[config.mk]
export PLATFORM = sky130hd
export DESIGN_NAME = spi_txq
export DESIGN_NICKNAME = d
export VERILOG_FILES = /design/src/rtl/spi_txq_pkg.sv /design/src/rtl/spi_txq_fifo.sv /design/src/rtl/spi_txq_pacer.sv /design/src/rtl/spi_txq_irq.sv /design/src/rtl/spi_txq.sv
export SDC_FILE = /design/constraint.sdc
export NUM_CORES = 1
export LEC_CHECK = 0
export CAP_MARGIN = 10
export CORE_UTILIZATION = 40
export DETAILED_ROUTE_END_ITERATION = 10
export REMOVE_ABC_BUFFERS = 1
export SLEW_MARGIN = 20
export SYNTH_ARGS = -nofsm -noshare
export SYNTH_HDL_FRONTEND = slang
export SYNTH_SLANG_ARGS = --single-unit
export TNS_END_PERCENT = 20
[constraint.sdc]
create_clock -name clk_i -period 4.1 [get_ports clk_i]
set_input_delay 0.41 -clock clk_i [delete_from_list [all_inputs] [get_ports clk_i]]
set_output_delay 0.41 -clock clk_i [all_outputs]
set_load 0.01 [all_outputs]
[src/rtl/spi_txq_pkg.sv]
package spi_txq_pkg;
  typedef enum logic {
    SH_IDLE = 1'b0,
    SH_BUSY = 1'b1
  } sh_state_e;

  function automatic int unsigned occ_w(input int unsigned depth);
    return $clog2(depth) + 1;
  endfunction
endpackage

[src/rtl/spi_txq_fifo.sv]
module spi_txq_fifo #(
  parameter int unsigned DEPTH = 16,
  parameter int unsigned DW    = 16,
  parameter int unsigned CW    = spi_txq_pkg::occ_w(DEPTH)
) (
  input  logic          clk_i,
  input  logic          rst_ni,
  input  logic          clr_i,
  input  logic          push_i,
  input  logic [DW-1:0] wdata_i,
  input  logic          pop_i,
  output logic [DW-1:0] rdata_o,
  output logic [CW-1:0] cnt_o,
  output logic          empty_o
);
  localparam int unsigned AW = (DEPTH > 1) ? $clog2(DEPTH) : 1;

  logic [DW-1:0] mem_q [DEPTH];
  logic [AW-1:0] wptr_q, rptr_q, wptr_nx, rptr_nx;
  logic [CW-1:0] cnt_q;
  logic          full, push_ok, pop_ok;

  assign full    = (cnt_q == CW'(DEPTH));
  assign empty_o = (cnt_q == '0);
  assign push_ok = push_i & ~full & ~clr_i;
  assign pop_ok  = pop_i & ~empty_o & ~clr_i;

  // pointer wrap: free-running for power-of-two depth, compare otherwise
  if ((DEPTH & (DEPTH - 1)) == 0) begin : g_wrap_pow2
    assign wptr_nx = wptr_q + 1'b1;
    assign rptr_nx = rptr_q + 1'b1;
  end else begin : g_wrap_cmp
    assign wptr_nx = (wptr_q == AW'(DEPTH - 1)) ? '0 : wptr_q + 1'b1;
    assign rptr_nx = (rptr_q == AW'(DEPTH - 1)) ? '0 : rptr_q + 1'b1;
  end

  always_ff @(posedge clk_i) begin
    if (push_ok) mem_q[wptr_q] <= wdata_i;
  end

  always_ff @(posedge clk_i or negedge rst_ni) begin
    if (!rst_ni) begin
      wptr_q <= '0;
      rptr_q <= '0;
      cnt_q  <= '0;
    end else if (clr_i) begin
      wptr_q <= '0;
      rptr_q <= '0;
      cnt_q  <= '0;
    end else begin
      if (push_ok) wptr_q <= wptr_nx;
      if (pop_ok)  rptr_q <= rptr_nx;
      case ({push_ok, pop_ok})
        2'b10:   cnt_q <= cnt_q + 1'b1;
        2'b01:   cnt_q <= cnt_q - 1'b1;
        default: cnt_q <= cnt_q;
      endcase
    end
  end

  assign rdata_o = mem_q[rptr_q];
  assign cnt_o   = cnt_q;
endmodule

[src/rtl/spi_txq_pacer.sv]
module spi_txq_pacer
  import spi_txq_pkg::*;
#(
  parameter int unsigned DW   = 16,
  parameter int unsigned GAPW = 8
) (
  input  logic            clk_i,
  input  logic            rst_ni,
  input  logic            clr_i,
  input  logic            q_empty_i,
  input  logic [DW-1:0]   q_data_i,
  output logic            pop_o,
  input  logic [GAPW-1:0] gap_i,
  input  logic            done_i,
  input  logic            tick_i,
  output logic            ld_o,
  output logic [DW-1:0]   ld_data_o
);
  sh_state_e       sh_q;
  logic            hold_vld_q;
  logic [DW-1:0]   hold_q;
  logic [GAPW-1:0] gcnt_q;
  logic            sh_free;

  // shifter counts as free once its last bit is out (same-cycle done)
  assign sh_free = (sh_q == SH_IDLE) | done_i;
  assign pop_o   = ~hold_vld_q & ~q_empty_i & sh_free & ~clr_i;
  assign ld_o    = hold_vld_q & (sh_q == SH_IDLE) & (gcnt_q == '0) & ~clr_i;

  always_ff @(posedge clk_i or negedge rst_ni) begin
    if (!rst_ni) begin
      sh_q <= SH_IDLE;
    end else if (ld_o) begin
      sh_q <= SH_BUSY;
    end else if (done_i) begin
      sh_q <= SH_IDLE;
    end
  end

  always_ff @(posedge clk_i or negedge rst_ni) begin
    if (!rst_ni) begin
      gcnt_q <= '0;
    end else if (clr_i) begin
      gcnt_q <= '0;
    end else if (done_i) begin
      gcnt_q <= gap_i;
    end else if (tick_i && gcnt_q != '0) begin
      gcnt_q <= gcnt_q - 1'b1;
    end
  end

  always_ff @(posedge clk_i or negedge rst_ni) begin
    if (!rst_ni) begin
      hold_vld_q <= 1'b0;
      hold_q     <= '0;
    end else if (clr_i) begin
      hold_vld_q <= 1'b0;
    end else if (pop_o) begin
      hold_vld_q <= 1'b1;
      hold_q     <= q_data_i;
    end else if (ld_o) begin
      hold_vld_q <= 1'b0;
    end
  end

  assign ld_data_o = hold_q;
endmodule

[src/rtl/spi_txq_irq.sv]
module spi_txq_irq #(
  parameter int unsigned CW = 5
) (
  input  logic [CW-1:0] cnt_i,
  input  logic [CW-1:0] lvl_i,
  input  logic          en_i,
  output logic          irq_o
);
  assign irq_o = en_i & (cnt_i <= lvl_i);
endmodule

[src/rtl/spi_txq.sv]
module spi_txq #(
  parameter int unsigned DEPTH = 16,
  parameter int unsigned DW    = 16,
  parameter int unsigned GAPW  = 8,
  parameter int unsigned CW    = spi_txq_pkg::occ_w(DEPTH)
) (
  input  logic            clk_i,
  input  logic            rst_ni,
  input  logic            wr_en_i,
  input  logic [DW-1:0]   wr_data_i,
  input  logic            fifo_clr_i,
  input  logic [GAPW-1:0] gap_i,
  input  logic [CW-1:0]   trig_lvl_i,
  input  logic            irq_en_i,
  input  logic            shift_done_i,
  input  logic            sclk_tick_i,
  output logic            ld_o,
  output logic [DW-1:0]   ld_data_o,
  output logic [CW-1:0]   fill_o,
  output logic            irq_o
);
  logic          q_pop, q_empty;
  logic [DW-1:0] q_data;
  logic [CW-1:0] q_cnt;

  spi_txq_fifo #(.DEPTH(DEPTH), .DW(DW), .CW(CW)) u_fifo (
    .clk_i   (clk_i),
    .rst_ni  (rst_ni),
    .clr_i   (fifo_clr_i),
    .push_i  (wr_en_i),
    .wdata_i (wr_data_i),
    .pop_i   (q_pop),
    .rdata_o (q_data),
    .cnt_o   (q_cnt),
    .empty_o (q_empty)
  );

  spi_txq_pacer #(.DW(DW), .GAPW(GAPW)) u_pacer (
    .clk_i     (clk_i),
    .rst_ni    (rst_ni),
    .clr_i     (fifo_clr_i),
    .q_empty_i (q_empty),
    .q_data_i  (q_data),
    .pop_o     (q_pop),
    .gap_i     (gap_i),
    .done_i    (shift_done_i),
    .tick_i    (sclk_tick_i),
    .ld_o      (ld_o),
    .ld_data_o (ld_data_o)
  );

  spi_txq_irq #(.CW(CW)) u_irq (
    .cnt_i (q_cnt),
    .lvl_i (trig_lvl_i),
    .en_i  (irq_en_i),
    .irq_o (irq_o)
  );

  assign fill_o = q_cnt;
endmodule

# --- After elaboration in Yosys (flattened, before gate mapping) ---
# Memories as Yosys holds them, arrays and structs flattened. A register that Yosys moved wholly into a read port is not among the register bits.
# Index checks and enable logic that the tools add are counted.
word_totals:
  reg_bits: 23
  mem_bits_rw: 256
  in_bits: 36
  n_memories: 1
  out_inout_bits: 23
memory_table:
  columns: ["name", "depth", "width", "rd", "rd_clocked_by_memory_dff", "write_ports", "line_no", "source"]
  rows:
  - ["u_fifo.mem_q", 16, 16, 1, 1, 1, "spi_txq_fifo.sv:18", "logic [DW-1:0] mem_q [DEPTH];"]
op_classes:
  addsub: 5
  n_eq_ne: 3
  reduce_logical: 12
  n_lt_le_gt_ge: 1
  n_bitwise: 17
  muxes: 16
ops:
  columns: ["op", "count"]
  rows:
  - ["2-to-1 mux 8 bit", 3]
  - ["2-to-1 mux 4 bit", 4]
  - ["bitwise AND 1 bit", 11]
  - ["one-hot mux 5 bit (2 select lines)", 1]
  - ["nonzero test 3 bit", 3]
  - ["adder 4 x 1 -> 4 bit, second input constant", 2]
  - ["zero test 8 bit", 1]
  - ["nonzero test 8 bit", 1]
  - ["subtractor 8 x 1 -> 8 bit, second input constant", 1]
  - ["2-to-1 mux 1 bit", 7]
  - ["nonzero test 2 bit", 3]
  - ["adder 5 x 1 -> 5 bit, second input constant", 1]
  - ["equality test 5 bit, second input constant", 1]
  - ["<= comparator 5 bit", 1]
  - ["zero test 5 bit", 1]
  - ["2-to-1 mux 5 bit", 1]
  - ["inverter 1 bit", 5]
  - ["subtractor 5 x 1 -> 5 bit, second input constant", 1]
  - ["equality test 2 x 1 -> 1 bit, second input constant", 1]
  - ["equality test 2 bit, second input constant", 1]
  - ["AND reduction 2 bit", 1]
  - ["logical AND 1 bit", 1]
  - ["zero test 1 bit", 1]
  - ["bitwise OR 1 bit", 1]

# --- Depth between registers and ports, before layout ---
# Gate-level depths: netlist of run 1.
logic_depth:
  depth_word: 10
  mapped_depth: 12
  depth_no_buf: 11

# --- Cells and area by module ---
# A second synthesis of run 1 with hierarchy kept.
unflattened:
  hier_cells: 722
  area_unflattened_um2: 12117.9
by_module_without_submodules:
  columns: ["mod", "cells_each", "seq_area_each_um2", "n_inst", "area_per_inst_um2"]
  rows:
  - ["spi_txq_fifo", 592, 8012.7, 1, 10725.3]
  - ["spi_txq_pacer", 111, 650.6, 1, 1266.2]
  - ["spi_txq_irq", 19, 0.0, 1, 126.4]

# --- Worst setup path after synthesis of run 1 ---
# No wires, ideal clock.
synth_path:
  path_type: "reg2reg"
  startpoint: "register u_fifo.cnt_q[1] (netlist: u_fifo.cnt_o[1])"
  endpoint: "memory u_fifo.mem_q[0][0] (enable)"
  setup_ps: 409
  path_buffers: 0
  arrival_time_ps: 2497
  slack_ps: 1193
  stages_incl_launch_ff: 6
  path_cell_list: "dfrtp_1 > nor4_4 > a21boi_1 > nor2b_1 > nand2_1 > nor3_1"
synth_between:
  elab_chain_cells: 6
synth_lines:
  columns: ["item", "line_no", "source"]
  rows:
  - ["start: declaration", "spi_txq_fifo.sv:20", "logic [CW-1:0] cnt_q;"]
  - ["start signal: assignment", "spi_txq_fifo.sv:54", "2'b10: cnt_q <= cnt_q + 1'b1;"]
  - ["start signal: assignment", "spi_txq_fifo.sv:55", "2'b01: cnt_q <= cnt_q - 1'b1;"]
  - ["start signal: assignment", "spi_txq_fifo.sv:56", "default: cnt_q <= cnt_q;"]
  - ["equality test 5 bit", "spi_txq_fifo.sv:23", "assign full = (cnt_q == CW'(DEPTH));"]
  - ["inverter 1 bit", "spi_txq_fifo.sv:25", "assign push_ok = push_i & ~full & ~clr_i;"]
  - ["bitwise AND 1 bit (2 in a row)", "spi_txq_fifo.sv:25", null]
  - ["2-to-1 mux 1 bit", "spi_txq_fifo.sv:38", "if (push_ok) mem_q[wptr_q] <= wdata_i;"]
  - ["2-to-1 mux 1 bit (not written as such)", "spi_txq_fifo.sv:38", null]
  - ["end: declaration", "spi_txq_fifo.sv:18", null]
# No other way between the ends.

# --- Final worst setup path of run 1 ---
layout_path:
  startpoint: "register u_pacer.gcnt_q[3]"
  endpoint: "output port ld_o"
layout_between:
  elab_chain_cells: 3
layout_lines:
  columns: ["item", "line_no", "source"]
  rows:
  - ["start: declaration", "spi_txq_pacer.sv:22", "logic [GAPW-1:0] gcnt_q;"]
  - ["start signal: assignment", "spi_txq_pacer.sv:46", "gcnt_q <= gap_i;"]
  - ["start signal: assignment", "spi_txq_pacer.sv:48", "gcnt_q <= gcnt_q - 1'b1;"]
  - ["zero test 8 bit", "spi_txq_pacer.sv:28", "assign ld_o = hold_vld_q & (sh_q == SH_IDLE) & (gcnt_q == '0) & ~clr_i;"]
  - ["bitwise AND 1 bit (2 in a row)", "spi_txq_pacer.sv:28", null]
  - ["end: declaration", "spi_txq.sv:17", "output logic ld_o,"]
# No other way between the ends.

==> results of run 1 <==
==> path summary, 6_finish.rpt <==
check | start | endpoint | slack [ns]
setup / recovery | u_pacer.gcnt_q[3]$_DFFE_PN0P_ | ld_o | 0.84
hold / removal | rst_ni | u_fifo.cnt_o[0]$_DFFE_PN0P_ | 0.48
setup reg to reg | u_fifo.cnt_o[1]$_DFFE_PN0P_ | u_fifo.cnt_o[4]$_DFFE_PN0P_ | 1.18
hold reg to reg | u_pacer.gcnt_q[5]$_DFFE_PN0P_ | u_pacer.gcnt_q[5]$_DFFE_PN0P_ | 0.57
max in group asynchronous | rst_ni | u_fifo.rptr_q[0]$_DFFE_PN0P_ | 3.17
min in group clk_i | gap_i[0] | u_pacer.gcnt_q[0]$_DFFE_PN0P_ | 0.55
==> sequential cells by signal, indices dropped and copies added, names as in the netlist <==
signal / cells
u_pacer.sh_q: 1
u_pacer.gcnt_q: 8
u_fifo.cnt_o: 5
u_fifo.wptr_q: 4
u_pacer.ld_data_o: 16
u_fifo.mem_q: 256
u_pacer.hold_vld_q: 1
u_fifo.rptr_q: 4
==> cells in the final DEF (no fill, tap or decap), drive strengths merged, types with 9 or more instances in the layout <==
cell type,count
inv,14
edfxtp,256
ha,15
mux4,64
clkdlybuf4s50,57
nor2,51
mux2i,20
a221oi,16
nand2,19
dfrtp,39
clkinv,10
buf,29
o22ai,17
xnor2,9
clkbuf,45
==> cell type report <==
cell class,instances,area [um2]
well taps,384,480.5
repair buffers,87,795.8
multi-input cells,285,3057
clock inverters,11,52.55
fillers,2430,15080
clock buffers,45,828.3
inverters,14,52.55
flip-flops and latches,295,8668
==> layer usage <==
layer | global-route usage, % | vias up | part of all wire (%)
met3 | 2.800 | 31 | 6.9
met4 | 3.180 | 0 | 1.3
met5 | 0 | - | 0
met2 | 27.95 | 226 | 47
met1 | 25.06 | 3231 | 45
li1 | - | 2698 | -
==> worst max-delay path: stages (launching register included) <==
cell,delay (ns)
dfrtp_1,0.42
nor4_1,0.74
nand3_1,0.19
nor4b_1,0.35
clkdlybuf4s50_1,0.61
==> report_power, final <==
part / switching [mW] / leakage, nW / internal (mW) / total [mW]
Clock: 1.08 / 0.428 / 1.39 / 2.47
Sequential: 0.276 / 2.79 / 3.44 / 3.71
Combinational: 0.909 / 1.35 / 1.02 / 1.93
==> kinds of logic after synthesis <==
group	count (synthesis)
multiplexers	84
AO/OA/AOI/OAI	65
adder cells (fa/ha/maj)	16
buffers and inverters	46
AND/OR/NAND/NOR	105
flip-flops	295
XOR/XNOR	15
==> per-stage QoR <==
stage | cell area, um2 | setup WS [ns] | hold slack, ns | cells
global route | 13930 | 0.5606 | 0.5120 | 1121
finish | 13930 | 0.8393 | 0.4823 | 1121
floorplan | 11740 | 0.3901 | 0.1144 | 594
global placement | 13040 | 0.7709 | 0.5243 | 1064
detailed placement | 13040 | 0.7656 | 0.5379 | 1064
CTS | 13930 | 0.8665 | 0.5028 | 1121
==> timing repair <==
item                                   in CTS  in global routing
hold buffers                                1                  0
endpoints found under the hold margin      39                  0
gates resized for setup                     0                  0
setup endpoints to repair                   0                  0
==> impl_summary.md, run 1 <==
Pwr
Power spread over the standard cell area amounts to 582.0 mW/mm2. The static power due to leakage is 4.569 nW. After layout, the design draws a total of 8.110 mW. VDD sags by at most 0.0002655 V.

CTS
The level count of the clock H-tree is 1. The clock drives 295 sinks. The clock passes through at most 3 buffers. After clock tree synthesis, the clock-pin slew on the worst setup and hold paths is 0.06 ns. The number of buffers created by CTS is 30. Once the clock tree was built, the setup fixing pass inserted 0 buffers.

The clock latency on the worst-skew pair is 0.55 ns. The tree is rooted in a clkbuf_16. TritonCTS built the clock tree.

Route
The final layout contains routed wiring with a total length of 25660 um. The number of vias after detailed routing is 6186. For this block, the initial DRC count from the detailed router was 501. Before antenna repair, the detailed router went through 5 iterations. The mean number of vias per cell is 5.518. The number of design rule violations left after detail routing is 0.

The post-route antenna net violation count is 0. The average wire length per cell after detail routing is 22.89 um.

Floorplanning
The initial cell density of the core is 41.02%. The full die area is 0.03045 mm2. Measured along the y axis, the die boundary spans 174.5 um.

The region available for standard cell placement spans 0.02901 mm2. For this design the top-level I/O count stands at 59. The die extent in x is 174.5 um. Row generation in the floorplan step produced 62 rows.

Timing
The number of endpoints failing setup at the final stage is 0. Based on the critical path, the design can be clocked at up to 0.3067 GHz. The max-slew violation count is 0. Summed over all failing endpoints, the final setup total negative slack is 0 ns. Clock skew on the completed layout was measured at 0.01087 ns. The minimum period implied by the final worst setup slack is 3.261 ns. The count of endpoints failing hold in the final timing report is 0. The final clock period utilization by the worst path is 79.53%. Headroom to the max-slew limit came out at 33.60%. Setup repair after global routing left no endpoint under its margin.

The slew at the pin with the worst max-slew slack is 0.9959 ns.

Worst setup path
Data on the critical path arrives at its endpoint at 2.85 ns. The required time of the worst setup path is 3.69 ns. The depth of the worst register-to-register path is 9. The worst setup path is captured at an output pin. The worst-path maximum fanout is 5. STA classifies the critical path startpoint as a flip-flop. By startpoint and endpoint, the worst setup path is classified as reg2out.

Cells and area
The diode insertion count for antenna repair is 0. The final-stage net count is 765. The share of post-route cells with drive strength above 1 is 21.30%. The layout overhead on the synthesized area is 17.10%. The share of the core filled with cells is 48.03%.

Synth
Yosys printed 0 warnings. Of the total synthesized cell area, the portion taken by AND, OR, NAND and NOR gates is 4.227%. The predominant post-synthesis flop cell is edfxtp_1. In this run the cell area of the synthesized design comes to 0.01190 mm2. The number of unique standard cell types used by synthesis is 46. After synthesis, the most frequently instantiated cells are edfxtp_1 (256), mux4_2 (64), nor2_1 (51). Sorting the synthesized cells by area gives the leading types as edfxtp_1 (65%), mux4_2 (12%), dfrtp_1 (8.2%), mux2i_1 (1.7%), nor2_1 (1.6%). After synthesis, the largest family of logic cells by area is multiplexers. The library cell occupying the most area in the post-synthesis netlist is edfxtp_1. The multiplexer share of the synthesized area is 13.79%. The share of Yosys cell area claimed by the top area cell type is 64.60%. Averaged over all synthesized cells, the footprint is 19.01 um2. Summing the areas of all compound-gate instances in the mapped netlist gives 4.563% of the synthesized area.

The number of synthesized flops with an enable pin is 256. The number of synthesized register bits is 295. The adder-cell share of the synthesized area is 1.745%.

The xor/xnor cell area share of the yosys netlist is 1.104%. The share of the Yosys chip area taken by registers is 72.80%. The gate count of the mapped netlist is 626. The cell with the most instances after synthesis is edfxtp_1. The proportion of register bits with asynchronous set or reset after synthesis is 13.22%.

Global route
The first-pass GRT wire length is 39470 um. Entering global routing, the biggest net connects 40 pins. Across every metal layer, demand over resource in global routing totals 17.32%. The aggregate global routing overflow is 0.

The via count of the first global-routing pass is 6461. The initial antenna violation count is 0.

Placed design
The number of buffers added on ports is 58. Routability-driven placement finished with a final weighted congestion of 0.8243. The placed wire-length estimate after detailed placement is 15820 um.

Outcome
The run finished with clean final reports.

Worst hold path
The worst min-delay path class is in2async.

Flow run
The tool flagged a number of max-cap violations equal to 0.
(Power assumes the default switching activity.)
==> run 2: changes to the inputs <==
clock period = 3.4 ns   (was 4.1 ns; I/O delays follow)
==> impl_summary.md, run 2 (same netlist as run 1, synthesis figures left out) <==
Pwr
Per report_power, the combinational group accounts for 23.6% of the total. For this design the static power due to leakage is 4.717 nW. Dividing total power by cell area gives a power density of 711.3 mW/mm2.

The internal portion of the total power is 7.388 mW. IR analysis of the VDD net gives a maximum drop of 0.0003958 V. The power share of the sequential group is 44.0%. The share of total power consumed by net switching is 26.79%.

The power dissipated by switching net loads is 2.704 mW. The relative contribution of the clock network to total power is 32.4%.

Timing
The max-slew violation count is 0. Headroom to the max-slew limit came out at 22.56%. The number of endpoints failing setup at the final stage is 0. The worst-case clock skew is 0.01694 ns. Setup repair after global routing left no endpoint under its margin.

The final clock period utilization by the worst path is 93.48%. At the pin with the least slew margin, the transition time is 1.162 ns. The count of endpoints failing hold in the final timing report is 0. The highest attainable clock frequency is 0.3146 GHz. The minimum period implied by the final worst setup slack is 3.178 ns. Adding up every negative setup slack in the final design gives 0 ns.

CTS
The number of buffers between clock root and the deepest sink is 3. The clock net sink count is 295. The clock latency on the worst-skew pair is 0.55 ns. The level count of the clock H-tree is 1. The post-CTS clock slew at the launch and capture registers of the worst setup and hold paths is 0.06 ns. Clock tree synthesis inserted a total of 31 buffers. The setup fix buffers added after clock tree synthesis is 0. TritonCTS built the clock tree. The tree is rooted in a clkbuf_16.

Worst hold path
The worst min-delay path class is in2async.

Worst setup path
The endpoint kind of the worst setup timing path is an output pin. At the worst endpoint, the arrival time is 2.84 ns. The source of the worst register-to-register timing path is u_fifo.cnt_o[1]$_DFFE_PN0P_. The setup check on the worst reg-to-reg path leaves a slack of 0.54 ns. The critical path is of the reg2out type.

The endpoint of the worst register-to-register path is u_fifo.cnt_o[4]$_DFFE_PN0P_. In this run the worst path has a maximum fanout of 5. The most critical setup path has its endpoint at ld_o. The depth of the worst register-to-register path is 10. The signal on the critical path passes through nor4_1 -> nand3_1 -> nor4b_1 -> clkdlybuf4s50_1.

The first element of the critical path is u_pacer.gcnt_q[3]$_DFFE_PN0P_. The slowest cell on the critical path is nor4_1. The nature of the critical path startpoint is a flip-flop.

Data on the critical path is required at its endpoint by 3.06 ns. In this design, the stage delay of the slowest critical-path cell is 0.73 ns.

Cells and area
In the final layout, the multi-input gates occupy 0.003057 mm2. The number of fill cells in the layout is 2379. The diode insertion count for antenna repair is 0. The net count of the finished layout is 778. Cells with a size suffix above 1 make up 23.70% of the layout. The flip-flop count of the largest register after layout is 256. The area of all sequential standard cells is 0.008668 mm2.

The most flop-heavy register is u_fifo.mem_q. Relative to the synthesized area, the layout overhead comes to 19.21%. Measured on the finished design, the core utilization comes to 48.90%. The library cells used most frequently in the layout, excluding fill and tap cells, are edfxtp_1 (256), mux4_2 (64), clkdlybuf4s50_1 (57). The most common cell after layout, fill and taps aside is edfxtp_1.

Global route
The via count of the first global-routing pass is 6552. The largest net degree at the start of global routing is 40. The initial antenna violation count is 1.

In the global route stage, overall resource usage came out at 17.28%. The aggregate global routing overflow is 0. The first-pass GRT wire length is 39160 um.

Floorplanning
The count of boundary I/O pins is 59. The core region is 0.02901 mm2. The die covers 0.03045 mm2. The floorplan step set the die height to 174.5 um. The die extent in x is 174.5 um. For this configuration, the core starts out at a cell density of 41.02%. After floorplanning, the core was divided into 62 placement rows.

Route
For this block, the initial DRC count from the detailed router was 418. Using the TritonRoute via totals, the vias-per-cell ratio works out to 5.447. The average wire length per cell after detail routing is 22.71 um. The number of design rule violations left after detail routing is 0. The detail route stage leaves a number of antenna-violating nets equal to 0. Before antenna repair, the detailed router went through 4 iterations. The routed wire length is 25770 um. Detailed routing inserted a total of 6182 vias.

Placed design
The weighted congestion reported at the end of routability-driven placement is 0.8256. The count of buffers added on input and output ports is 58. Once detailed placement completed, the half-perimeter wirelength came to 15340 um.

Outcome
The run finished with clean final reports.

Flow run
The number of maximum-capacitance violations is 0.
[run 2: worst min-delay path by stage]
stage / cells after the start / endpoint / start / slack [ns]
2_1_floorplan: 0 / u_fifo.cnt_o[0]$_DFFE_PN0P_ / rst_ni / 0.04
5_1_grt: 2 / u_pacer.ld_data_o[12]$_DFFE_PN0P_ / rst_ni / 0.39
4_1_cts: 1 / u_pacer.ld_data_o[13]$_DFFE_PN0P_ / rst_ni / 0.005
6_report: 2 / u_pacer.ld_data_o[13]$_DFFE_PN0P_ / rst_ni / 0.35
3_5_place_dp: 1 / u_pacer.gcnt_q[5]$_DFFE_PN0P_ / u_pacer.gcnt_q[5]$_DFFE_PN0P_ / 0.55
3_3_place_gp: 1 / u_pacer.gcnt_q[7]$_DFFE_PN0P_ / u_pacer.gcnt_q[7]$_DFFE_PN0P_ / 0.53
[run 2: repair_timing]
item / in CTS / in global routing
hold buffers: 0 / 1
resized for setup: 0 / 0
endpoints found under the hold margin: 0 / 39
[run 2: critical path, delay by kind of cell, from the launching register on]
| family | cells | cell delay [ns] |
|---|---|---|
| buffers and inverters | 1 | 0.61 |
| flip-flops | 1 | 0.41 |
| AND/OR/NAND/NOR | 3 | 1.29 |
[run 2: stage by stage]
| stage | cells | worst slack, ns | instance area, um2 | power [mW] | hold WS [ns] |
|---|---|---|---|---|---|
| CTS | 1134 | 0.2238 | 14170 | 10.20 | 0.005481 |
| floorplan | 594 | -0.3099 | 11740 | 6.072 | 0.04441 |
| global placement | 1076 | 0.6049 | 13170 | 6.840 | 0.5342 |
| global route | 1135 | 0.08317 | 14190 | 10.56 | 0.3916 |
| finish | 1135 | 0.2216 | 14190 | 10.09 | 0.3512 |
| detailed placement | 1076 | 0.5340 | 13170 | 6.916 | 0.5456 |
[run 2: area by class of cell]
type,count,share of cell area (%)
clock inverter,16,1.094
tap,384,3.387
timing repair buffer,99,6.527
multi-input combinational,285,21.55
sequential,295,61.10
inverter,14,0.3704
clock buffer,42,5.971
[run 2: routing by layer]
| metal | part of all wire, % | track usage, % |
|---|---|---|
| met5 | 0 | 0 |
| met4 | 2.3 | 4.569 |
| met3 | 5.4 | 2.778 |
| met2 | 47 | 27.79 |
| met1 | 45 | 24.53 |
[run 2: power by group through the flow]
stage / Clock (mW) / Combinational, mW / Sequential (mW)
global route: 3.47 / 2.61 / 4.49
global placement: 0 / 2.33 / 4.51
finish: 3.26 / 2.38 / 4.44
detailed placement: 0 / 2.39 / 4.52
CTS: 3.34 / 2.41 / 4.45
floorplan: 0 / 1.48 / 4.59
